$ cat config.mk
export PLATFORM = sky130hd
export DESIGN_NAME = mem_attr_table
export DESIGN_NICKNAME = d
export VERILOG_FILES = /design/src/rtl/mem_attr_pkg.sv /design/src/rtl/mem_attr_ctrl.sv /design/src/rtl/mem_attr_datapath.sv /design/src/rtl/mem_attr_table.sv
export SDC_FILE = /design/constraint.sdc
export NUM_CORES = 2
export LEC_CHECK = 0
export BUFFER_PORTS_ARGS = -buffer_cell sky130_fd_sc_hd__buf_2
export CAP_MARGIN = 20
export CORE_UTILIZATION = 45
export CTS_CLUSTER_SIZE = 10
export DETAILED_ROUTE_END_ITERATION = 10
export PLACE_DENSITY = 0.7
export SYNTH_ARGS = -nofsm -noshare
export SYNTH_HDL_FRONTEND = slang
export SYNTH_SLANG_ARGS = --single-unit
$ cat constraint.sdc
create_clock -name clk -period 4.5 [get_ports clk]
set_clock_uncertainty 0.05 [all_clocks]
set_input_delay 0.225 -clock clk [delete_from_list [all_inputs] [get_ports clk]]
set_output_delay 0.225 -clock clk [all_outputs]
set_load 0.01 [all_outputs]
$ cat src/rtl/mem_attr_pkg.sv
package mem_attr_pkg;

  localparam int MAX_REGIONS = 16;
  localparam int IDX_W       = 4;

  typedef enum logic [2:0] {
    ATTR_DEV_NB     = 3'b000,
    ATTR_DEV_BUF    = 3'b001,
    ATTR_WB_NOALLOC = 3'b010,
    ATTR_WB_RDALLOC = 3'b011,
    ATTR_MEM_NC_NB  = 3'b100,
    ATTR_MEM_NC_BUF = 3'b101,
    ATTR_WB_WRALLOC = 3'b110,
    ATTR_WB_RWALLOC = 3'b111
  } attrClass_e;

  // Control-to-datapath strobes for a single table update
  typedef struct packed {
    logic             commit;
    logic             setValid;
    logic [IDX_W-1:0] idx;
  } tableStrobe_t;

  // Write-back codes have bit 1 set
  function automatic logic attrCacheable(input logic [2:0] cls);
    return cls[1];
  endfunction

  // Write-back codes buffer; elsewhere bit 0 is the buffer flag
  function automatic logic attrBufferable(input logic [2:0] cls);
    return cls[1] | cls[0];
  endfunction

endpackage

$ cat src/rtl/mem_attr_ctrl.sv
module mem_attr_ctrl
  import mem_attr_pkg::*;
#(
  parameter int ADDR_W        = 32,
  parameter int NUM_REGIONS   = 16,
  parameter int MIN_SIZE_LOG2 = 12
) (
  input  logic              clk,
  input  logic              rstN,
  input  logic              wrEn,
  input  logic [IDX_W-1:0]  wrIdx,
  input  logic              wrActive,
  input  logic [ADDR_W-1:0] wrBase,
  input  logic [ADDR_W-1:0] wrSize,
  output tableStrobe_t      strobe,
  output logic              wrReject
);

  localparam logic [IDX_W:0] IDX_LIMIT = NUM_REGIONS[IDX_W:0];

  logic sizePow2;
  logic sizeBigEnough;
  logic baseAligned;
  logic idxInRange;
  logic writeAccepted;
  logic rejectQ;

  assign sizePow2      = (wrSize != '0) && ((wrSize & (wrSize - 1'b1)) == '0);
  assign sizeBigEnough = |(wrSize >> MIN_SIZE_LOG2);
  assign baseAligned   = (wrBase & (wrSize - 1'b1)) == '0;
  assign idxInRange    = {1'b0, wrIdx} < IDX_LIMIT;

  assign writeAccepted = wrEn && idxInRange &&
                         (!wrActive || (sizePow2 && sizeBigEnough && baseAligned));

  always_comb begin
    strobe          = '0;
    strobe.commit   = writeAccepted;
    strobe.setValid = wrActive;
    strobe.idx      = wrIdx;
  end

  always_ff @(posedge clk) begin
    if (!rstN) rejectQ <= 1'b0;
    else       rejectQ <= wrEn && !writeAccepted;
  end

  assign wrReject = rejectQ;

  // a reject pulse only ever follows a write request
  assert_reject_after_write_R6: assert property (@(posedge clk) disable iff (!rstN)
    wrReject |-> $past(wrEn));

  // a retire request is never refused for its base or size
  assert_retire_accepted_R7: assert property (@(posedge clk) disable iff (!rstN)
    (wrEn && !wrActive && idxInRange) |=> !wrReject);

endmodule

$ cat src/rtl/mem_attr_datapath.sv
module mem_attr_datapath
  import mem_attr_pkg::*;
#(
  parameter int ADDR_W      = 32,
  parameter int NUM_REGIONS = 16
) (
  input  logic              clk,
  input  logic              rstN,
  input  tableStrobe_t      strobe,
  input  logic [ADDR_W-1:0] wrBase,
  input  logic [ADDR_W-1:0] wrSize,
  input  logic [2:0]        wrClass,
  input  logic              lkEn,
  input  logic [ADDR_W-1:0] lkAddr,
  output logic              resValid,
  output logic              resHit,
  output logic [IDX_W-1:0]  resIdx,
  output logic [2:0]        resClass
);

  logic [NUM_REGIONS-1:0]             validQ;
  logic [NUM_REGIONS-1:0][ADDR_W-1:0] baseQ;
  logic [NUM_REGIONS-1:0][ADDR_W-1:0] maskQ;
  logic [NUM_REGIONS-1:0][2:0]        classQ;
  logic [NUM_REGIONS-1:0]             matchVec;

  logic             anyMatch;
  logic [IDX_W-1:0] selIdx;
  logic [2:0]       selClass;

  logic             resValidQ;
  logic             resHitQ;
  logic [IDX_W-1:0] resIdxQ;
  logic [2:0]       resClassQ;

  // Per-entry storage and address comparator
  for (genvar g = 0; g < NUM_REGIONS; g++) begin : g_entry
    always_ff @(posedge clk) begin
      if (!rstN) begin
        validQ[g] <= 1'b0;
        baseQ[g]  <= '0;
        maskQ[g]  <= '0;
        classQ[g] <= ATTR_WB_RWALLOC;
      end else if (strobe.commit && (strobe.idx == IDX_W'(g))) begin
        validQ[g] <= strobe.setValid;
        if (strobe.setValid) begin
          baseQ[g]  <= wrBase;
          maskQ[g]  <= ~(wrSize - 1'b1);
          classQ[g] <= wrClass;
        end
      end
    end

    assign matchVec[g] = validQ[g] && ((lkAddr & maskQ[g]) == baseQ[g]);
  end

  // Lowest-index winner: scan downwards so the smallest match lands last
  always_comb begin
    selIdx   = '0;
    selClass = ATTR_WB_RWALLOC;
    for (int i = NUM_REGIONS - 1; i >= 0; i--) begin
      if (matchVec[i]) begin
        selIdx   = i[IDX_W-1:0];
        selClass = classQ[i];
      end
    end
  end

  assign anyMatch = |matchVec;

  always_ff @(posedge clk) begin
    if (!rstN) begin
      resValidQ <= 1'b0;
      resHitQ   <= 1'b0;
      resIdxQ   <= '0;
      resClassQ <= ATTR_WB_RWALLOC;
    end else begin
      resValidQ <= lkEn;
      if (lkEn) begin
        resHitQ   <= anyMatch;
        resIdxQ   <= selIdx;
        resClassQ <= selClass;
      end
    end
  end

  assign resValid = resValidQ;
  assign resHit   = resHitQ;
  assign resIdx   = resIdxQ;
  assign resClass = resClassQ;

  // result appears exactly one cycle after a request
  assert_result_latency_R1: assert property (@(posedge clk) disable iff (!rstN)
    lkEn |=> resValid);
  assert_no_spurious_result_R1: assert property (@(posedge clk) disable iff (!rstN)
    !lkEn |=> !resValid);

  // a miss carries the default write-back allocate class
  assert_miss_default_R3: assert property (@(posedge clk) disable iff (!rstN)
    (resValid && !resHit) |-> (resClass == 3'b111));

  // an empty table cannot produce a hit
  assert_empty_no_hit_R7: assert property (@(posedge clk) disable iff (!rstN)
    (lkEn && (validQ == '0)) |=> !resHit);

  // a committed retire write clears its entry
  assert_retire_clears_R7: assert property (@(posedge clk) disable iff (!rstN)
    (strobe.commit && !strobe.setValid) |=> !validQ[$past(strobe.idx)]);

  // without a commit strobe the table holds its contents
  assert_hold_without_commit_R6: assert property (@(posedge clk) disable iff (!rstN)
    !strobe.commit |=> ($stable(validQ) && $stable(baseQ) && $stable(maskQ) && $stable(classQ)));

endmodule

$ cat src/rtl/mem_attr_table.sv
module mem_attr_table
  import mem_attr_pkg::*;
#(
  parameter int ADDR_W        = 32,
  parameter int NUM_REGIONS   = 16,
  parameter int MIN_SIZE_LOG2 = 12
) (
  input  logic              clk,
  input  logic              rstN,
  input  logic              wrEn,
  input  logic [3:0]        wrIdx,
  input  logic              wrActive,
  input  logic [ADDR_W-1:0] wrBase,
  input  logic [ADDR_W-1:0] wrSize,
  input  logic [2:0]        wrClass,
  output logic              wrReject,
  input  logic              lkEn,
  input  logic [ADDR_W-1:0] lkAddr,
  output logic              resValid,
  output logic              resHit,
  output logic [3:0]        resIdx,
  output logic [2:0]        resClass,
  output logic              resCacheable,
  output logic              resBufferable
);

  if (NUM_REGIONS < 1 || NUM_REGIONS > MAX_REGIONS) begin : g_bad_count
    $error("mem_attr_table: NUM_REGIONS must lie between 1 and 16");
  end

  tableStrobe_t strobe;

  mem_attr_ctrl #(
    .ADDR_W        (ADDR_W),
    .NUM_REGIONS   (NUM_REGIONS),
    .MIN_SIZE_LOG2 (MIN_SIZE_LOG2)
  ) u_ctrl (
    .clk      (clk),
    .rstN     (rstN),
    .wrEn     (wrEn),
    .wrIdx    (wrIdx),
    .wrActive (wrActive),
    .wrBase   (wrBase),
    .wrSize   (wrSize),
    .strobe   (strobe),
    .wrReject (wrReject)
  );

  mem_attr_datapath #(
    .ADDR_W      (ADDR_W),
    .NUM_REGIONS (NUM_REGIONS)
  ) u_datapath (
    .clk      (clk),
    .rstN     (rstN),
    .strobe   (strobe),
    .wrBase   (wrBase),
    .wrSize   (wrSize),
    .wrClass  (wrClass),
    .lkEn     (lkEn),
    .lkAddr   (lkAddr),
    .resValid (resValid),
    .resHit   (resHit),
    .resIdx   (resIdx),
    .resClass (resClass)
  );

  assign resCacheable  = attrCacheable(resClass);
  assign resBufferable = attrBufferable(resClass);

  // device and uncached classes never report cacheable
  assert_uncached_classes_R5: assert property (@(posedge clk) disable iff (!rstN)
    (resValid && !resClass[1]) |-> !resCacheable);

endmodule

== After elaboration in Yosys (flattened, before gate mapping) ==
Cells that the tools add are included.

* Bits in read-only memories: 0
* Bits in registers: 1098
* Input bits: 108
* Memories: 0
* RAM bits: 0
* Bits in latches: 0
* Word-level logic and storage cells: 215

* Equality and inequality tests: 31
* $lt $le $gt $ge: 0
* Add/sub/neg operators: 1
* Divide/modulo/power cells: 0
* Multipliers: 0
* Muxes and demuxes: 32
* Bitwise operators: 20
* Shifts and indexed selects: 0
* Reductions and logical operators: 62

{| class="wikitable"
|+ Operator list
! kind !! count
|-
| $and A32 B32 Y32 || 18
|-
| $eq A32 B32 Y1 || 16
|-
| $logic_not A32 Y1 || 2
|-
| $mux W4 || 16
|-
| $mux W3 || 16
|-
| $logic_and A1 B1 Y1 || 37
|-
| $eq A4 B4 Y1 const B || 8
|-
| $not A32 Y32 || 1
|-
| $reduce_and A2 Y1 || 16
|-
| $reduce_bool A32 Y1 || 1
|-
| $sub A32 B1 Y32 const B || 1
|-
| $reduce_or A20 Y1 || 1
|-
| $eq A4 B3 Y1 const B || 4
|-
| $reduce_or A16 Y1 || 1
|-
| $eq A4 B2 Y1 const B || 2
|-
| $eq A4 B1 Y1 const B || 1
|-
| $logic_not A4 Y1 || 1
|-
| $logic_not A1 Y1 || 2
|-
| $logic_or A1 B1 Y1 || 1
|-
| $or A1 B1 Y1 || 1
|}

== Depth between registers and ports, before layout ==
* Depth after elaboration: 19
* Gate-level depth with buffers: 23
* Gate-level depth less buffers: 18

== Cells and area by module ==
From an unflattened synthesis, not the netlist that was laid out.

* Cells, all modules: 6584
* Area total of the unflattened synthesis: 51212.9 µm²

{| class="wikitable"
|+ Modules (own cells, without submodules)
! module !! cells each !! instances !! area an instance (µm²)
|-
| mem_attr_datapath || 6428 || 1 || 50025.5
|-
| mem_attr_ctrl || 154 || 1 || 1173.6
|-
| mem_attr_table || 2 || 1 || 13.8
|}

== Worst setup path before layout ==
Ideal clock, no wire load.

* Path kind: in2reg
* From: input port wrSize[9]
* To: register u_datapath.classQ[43] (netlist name)
* Path buffers: 4
* Setup time: 0.129 ns
* Path slack: -0.283 ns
* Cell stages on the path: 20
* Arrival time: 4.604 ns
* Data required time: 4.321 ns
* Cell sequence: or3_1 -> or4_1 -> nor2_1 -> and2_1 -> nand2_1 -> or2_2 -> or3_1 -> ha_1 -> clkbuf_1 -> o2111ai_1 -> nor4_1 -> a41oi_1 -> nand2b_4 -> or3b_1 -> buf_2 -> nor2_2 -> buf_4 -> buf_4 -> mux2i_1 -> nand2_1

* Cells in the longest elaborated chain, start to end: 10
* Elaborated cells between the ends (all ways): 13

{| class="wikitable"
|+ RTL lines
! element !! RTL line !! RTL
|-
| start: declaration || mem_attr_table.sv:14 || <nowiki>input logic [ADDR_W-1:0] wrSize,</nowiki>
|-
| $sub A32 B1 Y32 || mem_attr_ctrl.sv:28, mem_attr_ctrl.sv:30 ||
|-
| $and A32 B32 Y32 || mem_attr_ctrl.sv:28 || <nowiki>assign sizePow2 = (wrSize != '0) && ((wrSize & (wrSize - 1'b1)) == '0);</nowiki>
|-
| $logic_not A32 Y1 || mem_attr_ctrl.sv:28 ||
|-
| $logic_and A1 B1 Y1 || mem_attr_ctrl.sv:28 ||
|-
| $logic_and A1 B1 Y1 || mem_attr_ctrl.sv:34 || <nowiki>(!wrActive || (sizePow2 && sizeBigEnough && baseAligned));</nowiki>
|-
| $logic_and A1 B1 Y1 (*) || mem_attr_ctrl.sv:34 ||
|-
| $logic_or A1 B1 Y1 (*) || mem_attr_ctrl.sv:34 ||
|-
| $logic_and A1 B1 Y1 (*) || mem_attr_ctrl.sv:33 || <nowiki>assign writeAccepted = wrEn && idxInRange &&</nowiki>
|-
| $logic_and A1 B1 Y1 (*) || mem_attr_datapath.sv:44 || <nowiki>end else if (strobe.commit && (strobe.idx == IDX_W'(g))) begin</nowiki>
|-
| $reduce_and A2 Y1 (no source line) (*) || - ||
|-
| end signal: indexed assignment || mem_attr_datapath.sv:49 || <nowiki>classQ[g] <= wrClass;</nowiki>
|-
| end: declaration || mem_attr_datapath.sv:24 || <nowiki>logic [NUM_REGIONS-1:0][2:0] classQ;</nowiki>
|}

Every way passes the cells marked *; elsewhere a longest branch is shown, timed or not.
A chain may end at the register's enable or synchronous reset.

== Worst setup path in the final report ==
* From: input port wrSize[1]
* To: register u_datapath.validQ[12]

* Cells in the longest elaborated chain, start to end: 9
* Elaborated cells between the ends (all ways): 12

{| class="wikitable"
|+ RTL lines
! element !! RTL line !! RTL
|-
| $sub A32 B1 Y32 || mem_attr_ctrl.sv:28, mem_attr_ctrl.sv:30 ||
|-
| $and A32 B32 Y32 || mem_attr_ctrl.sv:28 ||
|-
| $logic_not A32 Y1 || mem_attr_ctrl.sv:28 ||
|-
| $logic_and A1 B1 Y1 || mem_attr_ctrl.sv:28 ||
|-
| $logic_and A1 B1 Y1 || mem_attr_ctrl.sv:34 ||
|-
| $logic_and A1 B1 Y1 (*) || mem_attr_ctrl.sv:34 ||
|-
| $logic_or A1 B1 Y1 (*) || mem_attr_ctrl.sv:34 ||
|-
| $logic_and A1 B1 Y1 (*) || mem_attr_ctrl.sv:33 ||
|-
| $logic_and A1 B1 Y1 (*) || mem_attr_datapath.sv:44 ||
|-
| end signal: indexed assignment || mem_attr_datapath.sv:45 || <nowiki>validQ[g] <= strobe.setValid;</nowiki>
|-
| end: declaration || mem_attr_datapath.sv:21 || <nowiki>logic [NUM_REGIONS-1:0] validQ;</nowiki>
|}

Marked as above.

==> results_tabular.tex <==
\begin{tabular}{lr}
\hline
Metric & Value \\
\hline
\multicolumn{2}{l}{\textbf{Power and ir drop}} \\
Static leakage & around 22 nW \\
Switching power total & about 0.0052 W \\
Relative contribution of the clock network to total power & 43.5\% \\
Sum of internal, switching and leakage power & a little over 0.02 W \\
Net switching share of the total power & 25.9\% \\
Worst-case vdd ir drop & $\sim$330 uV \\
Ratio of total power to cell area & 350 mW/mm2 \\
P\_int & 0.0150 W \\
Part of the total power dissipated in sequential elements & just under 50\% \\
Comb power frac & just under 8\% \\
\multicolumn{2}{l}{\textbf{STA}} \\
Actual slew at the worst max-slew pin & about 1.2 ns \\
Pins Over Slew Limit & 0 \\
Peak Freq & about 0.23 GHz \\
Setup repair after global routing missed its margin & no \\
Worst rel slew slack & between 10\% and 20\% \\
Min Clock Period, post-route & approximately 4.3 ns \\
Tightest hold margin & between 0.03 and 0.04 ns \\
Portion of the clock cycle consumed by the worst path in the final layout & $\sim$96\% \\
Worst Slack Setup Final & around 0.18 ns \\
Final hold violations & 0 \\
Number of endpoints failing setup at the final stage & 0 \\
Sum of negative setup slack & 0 ns \\
\multicolumn{2}{l}{\textbf{Floorplan}} \\
DIE HEIGHT & between 300 and 400 um \\
Standard cell core area & approximately 0.11 mm2 \\
Width of the die & around 340 um \\
Initial standard-cell utilization of the core & a little under half \\
Count of pins on the block boundary & 120 \\
Row count & around 120 \\
Die outline area & about 0.11 mm2 \\
\multicolumn{2}{l}{\textbf{Clock tree}} \\
Total number of clock tree sinks & 1098 \\
Number of buffers created by CTS & between 100 and 150 \\
Clock latency reported for the late side of the worst-skew pair & 0.73 ns \\
Clock tree from TritonCTS & built \\
Buffers from clock root to sink, at most & 3 \\
Post-CTS repair timing setup buffer count & 0 \\
Clock-pin slew on the worst setup and hold paths & 0.06 ns \\
CTS root buf & sky130\_fd\_sc\_hd\_\_clkbuf\_16 \\
H-tree depth & 3 \\
\multicolumn{2}{l}{\textbf{Detailed routing}} \\
Drc violations & 0 \\
Vias post-DR & 46500 \\
Final Routed Wirelength & about 200 mm \\
Residual antenna-violating net count after detailed routing & 0 \\
Initial DRC count & 6896 \\
Detailed Routing Iterations Pass 1 & 6 \\
WL/cell & between 20 and 30 um \\
Post-DR vias/cell & approximately 6.1 \\
\multicolumn{2}{l}{\textbf{Place}} \\
Final HPWL DP & $\sim$130 mm \\
Cell Count Post-Placement & $\sim$7400 \\
Port Buf Inserts & between 100 and 150 \\
Pre-CTS WS & -0.508 ns \\
GPL Wtd Cong & 1.01 \\
\multicolumn{2}{l}{\textbf{GRT}} \\
Overall routing resource usage & a little over a third \\
First-pass GRT wire length & roughly 290 mm \\
Number of antenna violations at the first check in global routing & 22 \\
Pin count of the biggest net entering global routing & 214 \\
Residual overflow from global routing & 0 \\
Vias in the first global route & a little over 40000 \\
\multicolumn{2}{l}{\textbf{Synthesis}} \\
\#FFs+latches synth & 1098 \\
Count of mapped cells out of synthesis & $\sim$6000 \\
Library cell with the largest summed area after synthesis & sky130\_fd\_sc\_hd\_\_dfxtp\_1 \\
Yosys Warn Count & 0 \\
Mean area per synthesized cell & 8.48 um2 \\
Number of distinct standard cells referenced by the synthesized netlist & 73 \\
Seq/Total Area, Yosys & 43.4\% \\
Flip-flop cell with the highest count after synthesis & sky130\_fd\_sc\_hd\_\_dfxtp\_1 \\
Nets in the synthesized netlist & roughly 6000 \\
Cell Area, Synth & 0.0506 mm2 \\
Async SR Flop Fraction & 0\% \\
Top cells by area, synth & sky130\_fd\_sc\_hd\_\_dfxtp\_1 (43\%), sky130\_fd\_sc\_hd\_\_mux2i\_1 (14\%), sky130\_fd\_sc\_hd\_\_nand2\_1 (7.9\%) \\
Share of Yosys cell area claimed by the top area cell type & a little over two fifths \\
Number of enable flip-flop cells after synthesis & 0 \\
\multicolumn{2}{l}{\textbf{Critical path}} \\
Cell Chain, Critical Path & buf\_2, inv\_1, ha\_2, nand3\_1, or4\_4, nor2\_4, nand3\_1, or2\_4, or3\_1, ha\_1, nand2b\_1, o2111ai\_1, nor4\_1, a41oi\_1, buf\_4, nand2b\_4, buf\_4, nor3\_2, buf\_4, buf\_4, nand3\_1, mux2i\_1, dlygate4sd3\_1, nor2\_1 \\
Critical path type & input port to register \\
Slowest library cell on the worst path & sky130\_fd\_sc\_hd\_\_dlygate4sd3\_1 \\
Data required time of the critical path & between 5 and 6 ns \\
Maximum single-stage delay on the critical path & roughly 0.56 ns \\
Worst setup SP type & input port \\
CP arrival & between 4 and 5 ns \\
Top delay family on crit path & simple AND/OR/NAND/NOR gates \\
Most used cell along the critical path & sky130\_fd\_sc\_hd\_\_buf\_4 \\
Number of buffer and inverter instances along the worst setup path & 7 \\
Critical path fanouts, max & 7 \\
Crit end category & register \\
\multicolumn{2}{l}{\textbf{Min path}} \\
Worst min path class & input port to register \\
\multicolumn{2}{l}{\textbf{Final layout}} \\
Nets@finish & just over 6000 \\
Area growth from synthesis to layout & 14.1\% \\
Share of final-layout standard cells stronger than drive strength 1 & roughly a tenth \\
Non-filler instance count after layout & about 7600 \\
\multicolumn{2}{l}{\textbf{Outcome}} \\
Status & completed \\
\multicolumn{2}{l}{\textbf{Run}} \\
Max-Cap Viols & 0 \\
\hline
\end{tabular}
==> metal layers <==
layer	GRT usage, %	vias to the layer above	routed length (um)
met5	0	-	162
met4	22.7	20	15400
met3	9.03	739	29100
met2	50.3	3026	83700
met1	46.6	22200	77900
li1	-	20500	-
==> Yosys cell counts (all sizes together) (5+ instances only) <==
master      n
nand3     132
or3        27
o221ai      5
a21o       59
xnor2       7
nand3b      6
o211a       6
ha         33
or4        10
dfxtp    1098
o22ai       9
nand4     116
nand2b     21
and3b      95
o22a       33
nand2    1063
or2        19
xor2      261
nor3       33
a211oi     62
a21boi     97
inv        40
buf       129
mux2i     732
and2       10
and4        5
and3       91
a31oi       5
nor2      760
nor2b       7
o2111ai    21
o21a        7
o21ai      22
clkbuf    348
nor4       94
o211ai     28
a21oi     422
==> stage by stage <==
step	instance area, um2	utilization, %
detailed placement	54400	48.9
floorplan	50800	-
global placement	54400	48.9
CTS	57700	51.9
global route	57700	51.9
finish	57700	51.9
==> power by group through the flow <==
stage               combinational, W  clock, W  sequential (W)
finish                       0.00160   0.00878         0.00980
global route                 0.00155   0.00918         0.00980
CTS                          0.00150   0.00877         0.00980
detailed placement           0.00149         0          0.0100
global placement             0.00148         0          0.0100
floorplan                   0.000592         0          0.0100
==> kinds of logic (layout without fill, tap and decap cells) <==
family / after synthesis / after routing / synth area share (%)
multiplexers: 733 / 733 / 14.5
XOR/XNOR: 268 / 268 / 4.64
AND/OR/NAND/NOR: 2506 / 2506 / 22.2
AO/OA/AOI/OAI: 814 / 814 / 10.1
other: 0 / 6 / 0
buffers and inverters: 517 / 618 / 4.25
flip-flops: 1098 / 1098 / 43.4
adder cells (fa/ha/maj): 33 / 33 / 0.816
==> what timing repair did <==
action,CTS,global route
hold buffers,9,0
endpoints found under the hold margin,39,0
endpoints found under the setup margin,0,1
gates resized for setup,0,1
==> worst reg2reg max path, stage by stage, from the launching register on <==
cell                       delay [ns]
sky130_fd_sc_hd__dfxtp_1         0.34
sky130_fd_sc_hd__and3b_1         0.20
sky130_fd_sc_hd__nor4_1          0.27
sky130_fd_sc_hd__nand4_1         0.20
sky130_fd_sc_hd__or4_1           0.57
sky130_fd_sc_hd__or4_1           0.64
sky130_fd_sc_hd__nor3b_1         0.42
sky130_fd_sc_hd__o31ai_1         0.15
sky130_fd_sc_hd__a311oi_1        0.34
sky130_fd_sc_hd__a21oi_1         0.15
==> worst paths after layout <==
| check | start | endpoint | slack, ns | cells past startpoint |
|---|---|---|---|---|
| worst max-delay path | wrSize[1] | u_datapath.validQ[12] | 0.18 | 24 |
| worst min-delay path | rstN | u_datapath.baseQ[399] | 0.03 | 3 |
| worst max register to register | u_datapath.baseQ[297] | u_datapath.resClass[0] | 1.00 | 9 |
| worst min register to register | u_datapath.maskQ[274] | u_datapath.maskQ[274] | 0.40 | 2 |
==> layout by cell type, fill, tap and decap left out, types with 7 or more instances in the layout <==
cell / count
sky130_fd_sc_hd__mux2i_1: 732
sky130_fd_sc_hd__buf_12: 66
sky130_fd_sc_hd__nor4_1: 90
sky130_fd_sc_hd__a21o_1: 59
sky130_fd_sc_hd__or2_2: 15
sky130_fd_sc_hd__xor2_1: 261
sky130_fd_sc_hd__nor3_1: 31
sky130_fd_sc_hd__nor2_1: 748
sky130_fd_sc_hd__dlygate4sd3_1: 9
sky130_fd_sc_hd__o22a_1: 33
sky130_fd_sc_hd__or3_1: 26
sky130_fd_sc_hd__buf_2: 119
sky130_fd_sc_hd__xnor2_1: 7
sky130_fd_sc_hd__nand4_1: 116
sky130_fd_sc_hd__clkbuf_16: 124
sky130_fd_sc_hd__or4_1: 8
sky130_fd_sc_hd__nor2_4: 11
sky130_fd_sc_hd__and2_1: 9
sky130_fd_sc_hd__and3_1: 91
sky130_fd_sc_hd__o2111ai_1: 21
sky130_fd_sc_hd__clkbuf_1: 10
sky130_fd_sc_hd__inv_1: 38
sky130_fd_sc_hd__o211ai_1: 28
sky130_fd_sc_hd__a211oi_1: 62
sky130_fd_sc_hd__nand3_1: 129
sky130_fd_sc_hd__a21boi_0: 97
sky130_fd_sc_hd__o21a_1: 7
sky130_fd_sc_hd__and3b_1: 95
sky130_fd_sc_hd__nor2b_1: 7
sky130_fd_sc_hd__dfxtp_1: 1098
sky130_fd_sc_hd__a21oi_1: 422
sky130_fd_sc_hd__nand2b_1: 19
sky130_fd_sc_hd__o21ai_0: 22
sky130_fd_sc_hd__o22ai_1: 9
sky130_fd_sc_hd__ha_1: 32
sky130_fd_sc_hd__nand2_1: 1062
sky130_fd_sc_hd__buf_4: 242
==> final cells by class <==
| cell class | count | area (um2) |
|---|---|---|
| fillers | 10300 | 53400 |
| inverters | 40 | 158 |
| flip-flops and latches | 1098 | 22000 |
| multi-input cells | 4354 | 26600 |
| diodes | 6 | 15.0 |
| clock buffers | 136 | 3170 |
| clock inverters | 6 | 80.1 |
| well taps | 1488 | 1860 |
| repair buffers | 436 | 3820 |
==> registers in the layout, summed over array words and instances (netlist names) <==
| register | count |
|---|---|
| u_datapath.resClass | 3 |
| u_datapath.resIdx | 4 |
| u_datapath.validQ | 16 |
| u_datapath.resValid | 1 |
| u_datapath.resHit | 1 |
| u_datapath.classQ | 48 |
| u_ctrl.wrReject | 1 |
| u_datapath.maskQ | 512 |
| u_datapath.baseQ | 512 |
Power figures use the tool's default switching activity.
